[config.mk]
export PLATFORM = sky130hd
export DESIGN_NAME = dma_req_arbiter
export DESIGN_NICKNAME = d
export VERILOG_FILES = /design/src/rtl/dma_arb_pkg.sv /design/src/rtl/dma_arb_regs.sv /design/src/rtl/dma_arb_fixed_pick.sv /design/src/rtl/dma_arb_rr_pick.sv /design/src/rtl/dma_req_arbiter.sv
export SDC_FILE = /design/constraint.sdc
export NUM_CORES = 1
export LEC_CHECK = 0
export ABC_AREA = 1
export BUFFER_PORTS_ARGS = -buffer_cell sky130_fd_sc_hd__buf_2
export CAP_MARGIN = 5
export CORE_MARGIN = 4
export CORE_UTILIZATION = 25
export CTS_BUF_LIST = sky130_fd_sc_hd__clkbuf_2
export CTS_CLUSTER_DIAMETER = 50
export DETAILED_ROUTE_END_ITERATION = 8
export PLACE_DENSITY = 0.4
export SLEW_MARGIN = 20
export SYNTH_ARGS = -nofsm -noshare
export SYNTH_HDL_FRONTEND = slang
export SYNTH_HIERARCHICAL = 1
export SYNTH_SLANG_ARGS = --single-unit
[constraint.sdc]
create_clock -name clk -period 6.3 [get_ports clk]
set_input_delay 0.63 -clock clk [delete_from_list [all_inputs] [get_ports clk]]
set_output_delay 0.63 -clock clk [all_outputs]
set_load 0.02 [all_outputs]
[src/rtl/dma_arb_pkg.sv]
package dma_arb_pkg;

    typedef enum logic {
        ARB_FIXED = 1'b0,
        ARB_ROUND = 1'b1
    } arb_mode_e;

    localparam int ADDR_CTRL      = 0;
    localparam int ADDR_MASK      = 1;
    localparam int ADDR_SET_EN    = 2;
    localparam int ADDR_CLR_EN    = 3;
    localparam int ADDR_START     = 4;
    localparam int ADDR_PRIO_BASE = 16;

    typedef struct packed {
        logic       skip;
        logic [6:0] chan;
    } en_cmd_t;

    function automatic en_cmd_t decode_cmd(input logic [7:0] b);
        en_cmd_t c;
        c.skip = b[7];
        c.chan = b[6:0];
        return c;
    endfunction

endpackage

[src/rtl/dma_arb_regs.sv]
module dma_arb_regs
    import dma_arb_pkg::*;
#(
    parameter int NUM_CH = 4,
    parameter int PRIO_W = 2,
    parameter int DATA_W = 16,
    parameter int ADDR_W = 5,
    localparam int CH_W  = $clog2(NUM_CH)
) (
    input  logic                     clk,
    input  logic                     rst,
    input  logic                     we,
    input  logic [ADDR_W-1:0]        addr,
    input  logic [DATA_W-1:0]        wdata,
    output logic [DATA_W-1:0]        rdata,
    input  logic                     grant_fire,
    input  logic [CH_W-1:0]          grant_idx,
    output arb_mode_e                mode,
    output logic [NUM_CH-1:0]        en_mask,
    output logic [NUM_CH-1:0]        start_pend,
    output logic [NUM_CH*PRIO_W-1:0] prio_flat
);

    logic [PRIO_W-1:0] prio_q [NUM_CH];
    en_cmd_t           cmd;
    logic [NUM_CH-1:0] cmd_bit;
    logic [NUM_CH-1:0] mask_nxt;
    logic [NUM_CH-1:0] start_nxt;

    assign cmd = decode_cmd(wdata[7:0]);

    always_comb begin
        cmd_bit = '0;
        for (int i = 0; i < NUM_CH; i++) begin
            if (cmd.chan == 7'(i)) cmd_bit[i] = 1'b1;
        end
    end

    always_comb begin
        mask_nxt = en_mask;
        if (we) begin
            if (addr == ADDR_W'(ADDR_MASK))
                mask_nxt = wdata[NUM_CH-1:0];
            else if (addr == ADDR_W'(ADDR_SET_EN) && !cmd.skip)
                mask_nxt = en_mask | cmd_bit;
            else if (addr == ADDR_W'(ADDR_CLR_EN) && !cmd.skip)
                mask_nxt = en_mask & ~cmd_bit;
        end
    end

    always_comb begin
        start_nxt = start_pend;
        if (grant_fire) start_nxt[grant_idx] = 1'b0;
        if (we && addr == ADDR_W'(ADDR_START))
            start_nxt = start_nxt | wdata[NUM_CH-1:0];
    end

    always_ff @(posedge clk) begin
        if (rst) begin
            mode       <= ARB_FIXED;
            en_mask    <= '0;
            start_pend <= '0;
        end else begin
            if (we && addr == ADDR_W'(ADDR_CTRL))
                mode <= arb_mode_e'(wdata[0]);
            en_mask    <= mask_nxt;
            start_pend <= start_nxt;
        end
    end

    for (genvar g = 0; g < NUM_CH; g++) begin : g_prio
        always_ff @(posedge clk) begin
            if (rst)
                prio_q[g] <= '0;
            else if (we && addr == ADDR_W'(ADDR_PRIO_BASE + g))
                prio_q[g] <= wdata[PRIO_W-1:0];
        end
        assign prio_flat[g*PRIO_W +: PRIO_W] = prio_q[g];
    end

    always_comb begin
        rdata = '0;
        if (addr == ADDR_W'(ADDR_CTRL))
            rdata[0] = mode;
        else if (addr == ADDR_W'(ADDR_MASK))
            rdata[NUM_CH-1:0] = en_mask;
        else if (addr == ADDR_W'(ADDR_START))
            rdata[NUM_CH-1:0] = start_pend;
        else begin
            for (int i = 0; i < NUM_CH; i++) begin
                if (addr == ADDR_W'(ADDR_PRIO_BASE + i))
                    rdata[PRIO_W-1:0] = prio_q[i];
            end
        end
    end

endmodule

[src/rtl/dma_arb_fixed_pick.sv]
module dma_arb_fixed_pick #(
    parameter int NUM_CH = 4,
    parameter int PRIO_W = 2,
    localparam int CH_W  = $clog2(NUM_CH)
) (
    input  logic [NUM_CH-1:0]        req,
    input  logic [NUM_CH*PRIO_W-1:0] prio_flat,
    output logic                     any,
    output logic [CH_W-1:0]          pick
);

    logic [PRIO_W-1:0] best;

    always_comb begin
        any  = 1'b0;
        pick = '0;
        best = '0;
        for (int i = 0; i < NUM_CH; i++) begin
            if (req[i] && (!any || prio_flat[i*PRIO_W +: PRIO_W] >= best)) begin
                any  = 1'b1;
                best = prio_flat[i*PRIO_W +: PRIO_W];
                pick = CH_W'(i);
            end
        end
    end

endmodule

[src/rtl/dma_arb_rr_pick.sv]
module dma_arb_rr_pick #(
    parameter int NUM_CH = 4,
    localparam int CH_W  = $clog2(NUM_CH)
) (
    input  logic [NUM_CH-1:0] req,
    input  logic [CH_W-1:0]   last,
    output logic              any,
    output logic [CH_W-1:0]   pick
);

    logic [CH_W:0]   sum;
    logic [CH_W-1:0] cand;

    always_comb begin
        any  = 1'b0;
        pick = '0;
        sum  = '0;
        cand = '0;
        for (int k = 1; k <= NUM_CH; k++) begin
            sum = {1'b0, last} + (CH_W+1)'(k);
            if (sum >= (CH_W+1)'(NUM_CH)) sum = sum - (CH_W+1)'(NUM_CH);
            cand = sum[CH_W-1:0];
            if (!any && req[cand]) begin
                any  = 1'b1;
                pick = cand;
            end
        end
    end

endmodule

[src/rtl/dma_req_arbiter.sv]
module dma_req_arbiter
    import dma_arb_pkg::*;
#(
    parameter int NUM_CH = 4,
    parameter int PRIO_W = 2,
    parameter int DATA_W = 16,
    parameter int ADDR_W = 5,
    localparam int CH_W  = $clog2(NUM_CH)
) (
    input  logic              clk,
    input  logic              rst,
    input  logic [NUM_CH-1:0] hw_req,
    input  logic              reg_we,
    input  logic [ADDR_W-1:0] reg_addr,
    input  logic [DATA_W-1:0] reg_wdata,
    output logic [DATA_W-1:0] reg_rdata,
    output logic              grant_valid,
    output logic [CH_W-1:0]   grant_ch,
    input  logic              eng_done
);

    arb_mode_e                mode;
    logic [NUM_CH-1:0]        en_mask;
    logic [NUM_CH-1:0]        start_pend;
    logic [NUM_CH*PRIO_W-1:0] prio_flat;
    logic [NUM_CH-1:0]        eligible;
    logic                     fx_any, rr_any, sel_any;
    logic [CH_W-1:0]          fx_pick, rr_pick, sel_pick;
    logic [CH_W-1:0]          last_ch;
    logic                     fire;

    dma_arb_regs #(
        .NUM_CH(NUM_CH), .PRIO_W(PRIO_W), .DATA_W(DATA_W), .ADDR_W(ADDR_W)
    ) regs_i (
        .clk(clk), .rst(rst), .we(reg_we), .addr(reg_addr), .wdata(reg_wdata),
        .rdata(reg_rdata), .grant_fire(fire), .grant_idx(sel_pick),
        .mode(mode), .en_mask(en_mask), .start_pend(start_pend),
        .prio_flat(prio_flat)
    );

    assign eligible = (hw_req & en_mask) | start_pend;

    dma_arb_fixed_pick #(.NUM_CH(NUM_CH), .PRIO_W(PRIO_W)) fixed_i (
        .req(eligible), .prio_flat(prio_flat), .any(fx_any), .pick(fx_pick)
    );

    dma_arb_rr_pick #(.NUM_CH(NUM_CH)) rr_i (
        .req(eligible), .last(last_ch), .any(rr_any), .pick(rr_pick)
    );

    always_comb begin
        if (mode == ARB_ROUND) begin
            sel_any  = rr_any;
            sel_pick = rr_pick;
        end else begin
            sel_any  = fx_any;
            sel_pick = fx_pick;
        end
    end

    assign fire = !grant_valid && sel_any;

    always_ff @(posedge clk) begin
        if (rst) begin
            grant_valid <= 1'b0;
            grant_ch    <= '0;
            last_ch     <= CH_W'(NUM_CH - 1);
        end else if (fire) begin
            grant_valid <= 1'b1;
            grant_ch    <= sel_pick;
            last_ch     <= sel_pick;
        end else if (grant_valid && eng_done) begin
            grant_valid <= 1'b0;
        end
    end

endmodule

==> results.cfg <==
[critical_path]
worst_setup_path_start_kind = register
worst-endpoint-required_ps = 6570
worst_path_dominant_cell_family = simple AND/OR/NAND/NOR gates
setup.worst_path.class = reg2reg
crit_path_end_kind = register
critPathMaxStageDelay_ps = 430
worst_path_max_delay_cell = sky130_fd_sc_hd__dfxtp_1
critical_path_arrival_ps = 3940
path_buf_inv = 2
crit_path_max_fanout = 6
critPathMostFrequentCell = sky130_fd_sc_hd__nand2_1

[synth]
synth.ff_latch_count = 22
post_synth.cell_area_avg_sq_um = 6.54
number_of_enable_flip_flop_cells_after_synthesis = 8
synth.distinct_cells = 37
netlist.top_cell.by_area = sky130_fd_sc_hd__nand2_1
ys_seq_area_share_pct = 25.1
yosys_warnings = 6
yosysTopAreaCellShare_pct = 14.9
yosysMostFrequentCell = sky130_fd_sc_hd__nand2_1
post_synth_inst_count = 317
syn-cell-area_sq_mm = 0.00207
postSynth.asyncResetShare_pct = 0
synthTopCellsByCount = 82 x sky130_fd_sc_hd__nand2_1, 39 x sky130_fd_sc_hd__inv_1, 36 x sky130_fd_sc_hd__nor2_1, 24 x sky130_fd_sc_hd__nand3_1, 16 x sky130_fd_sc_hd__nand2_2
most_area_consuming_cells_after_synthesis = sky130_fd_sc_hd__nand2_1 15%, sky130_fd_sc_hd__dfxtp_1 14%, sky130_fd_sc_hd__edfxtp_1 12%
synth_ff_type = sky130_fd_sc_hd__dfxtp_1

[grt]
grt_usage_pct = 11.7
via_count_of_the_first_global_routing_pass = 1928
global_route.overflow_total = 0
antenna_found_initial = 0
wire_length_of_the_first_global_routing_pass_um = 9410
grt_max_degree = 14

[cts]
clkLatencyLatePin_ps = 350
cts.clk_slew.worst_paths_ps = 250
ctsLongestPathBuffers = 2
cts_tree = done
clock-root-buffer = sky130_fd_sc_hd__clkbuf_2
cts_hold_buf = 0
cts-htree-levels = 1
cts_buffers = 3
ctsResizeCount = 0
clock-sinks = 22
post-cts-setup-buffers = 0

[pwr]
power_density_mw_per_mm2 = 139
power.ir.vdd_worst_mv = 0.0732
leakage_nw = 1.16

[timing]
worst_clock_skew_ps = 22.9
finalHoldViolations = 0
tightest_slew_ps = 502
fin_tns_setup_ps = 0
setup_viol = 0
final_period_minus_worst_setup_slack_ps = 3670
final_min_period_over_clock_period_pct = 58.3
rsz0062_at_grt = no
fmax_mhz = 272
timing.final.max_slew_violations = 0
max-slew-margin-rel_pct = 66.5
layout_setup_ws_ps = 2630

[placement]
dp_hpwl_um = 4430
port-buffer-count = 27
dp_slack_ps = 2240
place.gp.congestion = 0.848

[drt]
detail_route.wirelength_um = 5450
route.detailed.drc = 0
postRouteAntennaNets = 0
drtPass1Iterations = 4
route.detailed.vias_per_inst = 4.45
detail_route.wl_per_cell_um = 12.3
detail_route.iter0.violations = 51
dr_total_vias = 1977

[final_layout]
nets = 378
insertedDiodeCount = 0
drive_above_1_share_pct = 21.9
area_delta_synth_final_pct = 10.9

[status]
run_status = completed

[worst_hold_path]
min_path_type = reg2reg

[floorplanning]
die_area_sq_mm = 0.00981
start_util_pct = 26.3
num_rows = 32
number_of_top_level_pins = 48
die_height_um = 99.0
die_w_um = 99.0
core-area_sq_mm = 0.00789

[flow_run]
maxCapViolCount = 0
## cells by family after synthesis
kind of cell | synth area share (%)
DFF | 25.1
adders and majority gates | 3.62
and+or+nand+nor | 48.6
other | 0.181
buffers and inverters | 13.9
AOI/OAI and AO/OA | 8.57
## per-stage QoR
step	hold WS, ps	power [mW]	std cells	util [%]	cell area, sq um
after floorplan	451	0.206	328	-	2110
after global placement	460	0.220	440	28.6	2250
after detailed placement	465	0.220	440	28.6	2250
after CTS	498	0.324	444	29.1	2300
after global routing	510	0.337	444	29.1	2300
final	499	0.319	444	29.1	2300
## report_power, final
part | total, mW | internal, mW | switching (mW) | leakage, nW
sequential | 0.157 | 0.152 | 0.00514 | 0.189
combinational | 0.0597 | 0.0170 | 0.0426 | 0.945
clock | 0.102 | 0.0547 | 0.0474 | 0.0266
total | 0.319 | 0.223 | 0.0952 | 1.16
## per-layer routing
| metal | vias to the layer above | global-route usage, % | part of all wire (%) |
|---|---|---|---|
| met2 | 34 | 20.0 | 47 |
| li1 | 1048 | - | - |
| met4 | 0 | 2.21 | 0.44 |
| met1 | 893 | 15.7 | 49 |
| met3 | 2 | 1.77 | 3.7 |
| met5 | - | 0 | 0 |
## layout by cell type, fill, tap and decap left out, types with 2 or more instances in the layout
cell type	count
sky130_fd_sc_hd__buf_2	27
sky130_fd_sc_hd__inv_2	3
sky130_fd_sc_hd__nand3b_1	2
sky130_fd_sc_hd__ha_1	6
sky130_fd_sc_hd__nand3_2	4
sky130_fd_sc_hd__nor2_1	36
sky130_fd_sc_hd__nand3_1	24
sky130_fd_sc_hd__o22ai_1	3
sky130_fd_sc_hd__inv_1	39
sky130_fd_sc_hd__o31ai_1	2
sky130_fd_sc_hd__dfxtp_1	14
sky130_fd_sc_hd__edfxtp_1	8
sky130_fd_sc_hd__o21ai_0	8
sky130_fd_sc_hd__and2_1	2
sky130_fd_sc_hd__nand2_4	6
sky130_fd_sc_hd__nand2_2	16
sky130_fd_sc_hd__a21oi_2	2
sky130_fd_sc_hd__nor2_2	6
sky130_fd_sc_hd__or2_1	2
sky130_fd_sc_hd__nor2_4	2
sky130_fd_sc_hd__a21oi_1	7
sky130_fd_sc_hd__nand2_1	82
sky130_fd_sc_hd__nand4_1	12
sky130_fd_sc_hd__conb_1	12
sky130_fd_sc_hd__clkbuf_2	3
sky130_fd_sc_hd__a21o_1	4
## final cells by class
class / count / area [sq um]
multi-input cells: 246 / 1300
fillers: 883 / 5590
repair buffers: 27 / 135
well taps: 102 / 128
clock inverters: 1 / 30.0
inverters: 43 / 166
flip-flops and latches: 22 / 520
clock buffers: 3 / 15.0
## worst min-delay path, delay by kind of cell (launching register included)
| kind | cells | cell delay [ps] |
|---|---|---|
| AOI/OAI and AO/OA | 1 | 50 |
| DFF | 1 | 380 |
| and+or+nand+nor | 1 | 80 |
## worst paths after layout
kind                                 start                         endpoint  slack (ps)  cells past startpoint
hold / removal    grant_ch[1]$_SDFFE_PP0P_         grant_ch[1]$_SDFFE_PP0P_         500                      2
setup reg to reg                  register  regs_i/start_pend[0]$_SDFF_PP0_        2630                     26
hold reg to reg   grant_ch[1]$_SDFFE_PP0P_         grant_ch[1]$_SDFFE_PP0P_         500                      2
setup / recovery                  register  regs_i/start_pend[0]$_SDFF_PP0_        2630                     26
Power figures use the tool's default switching activity.
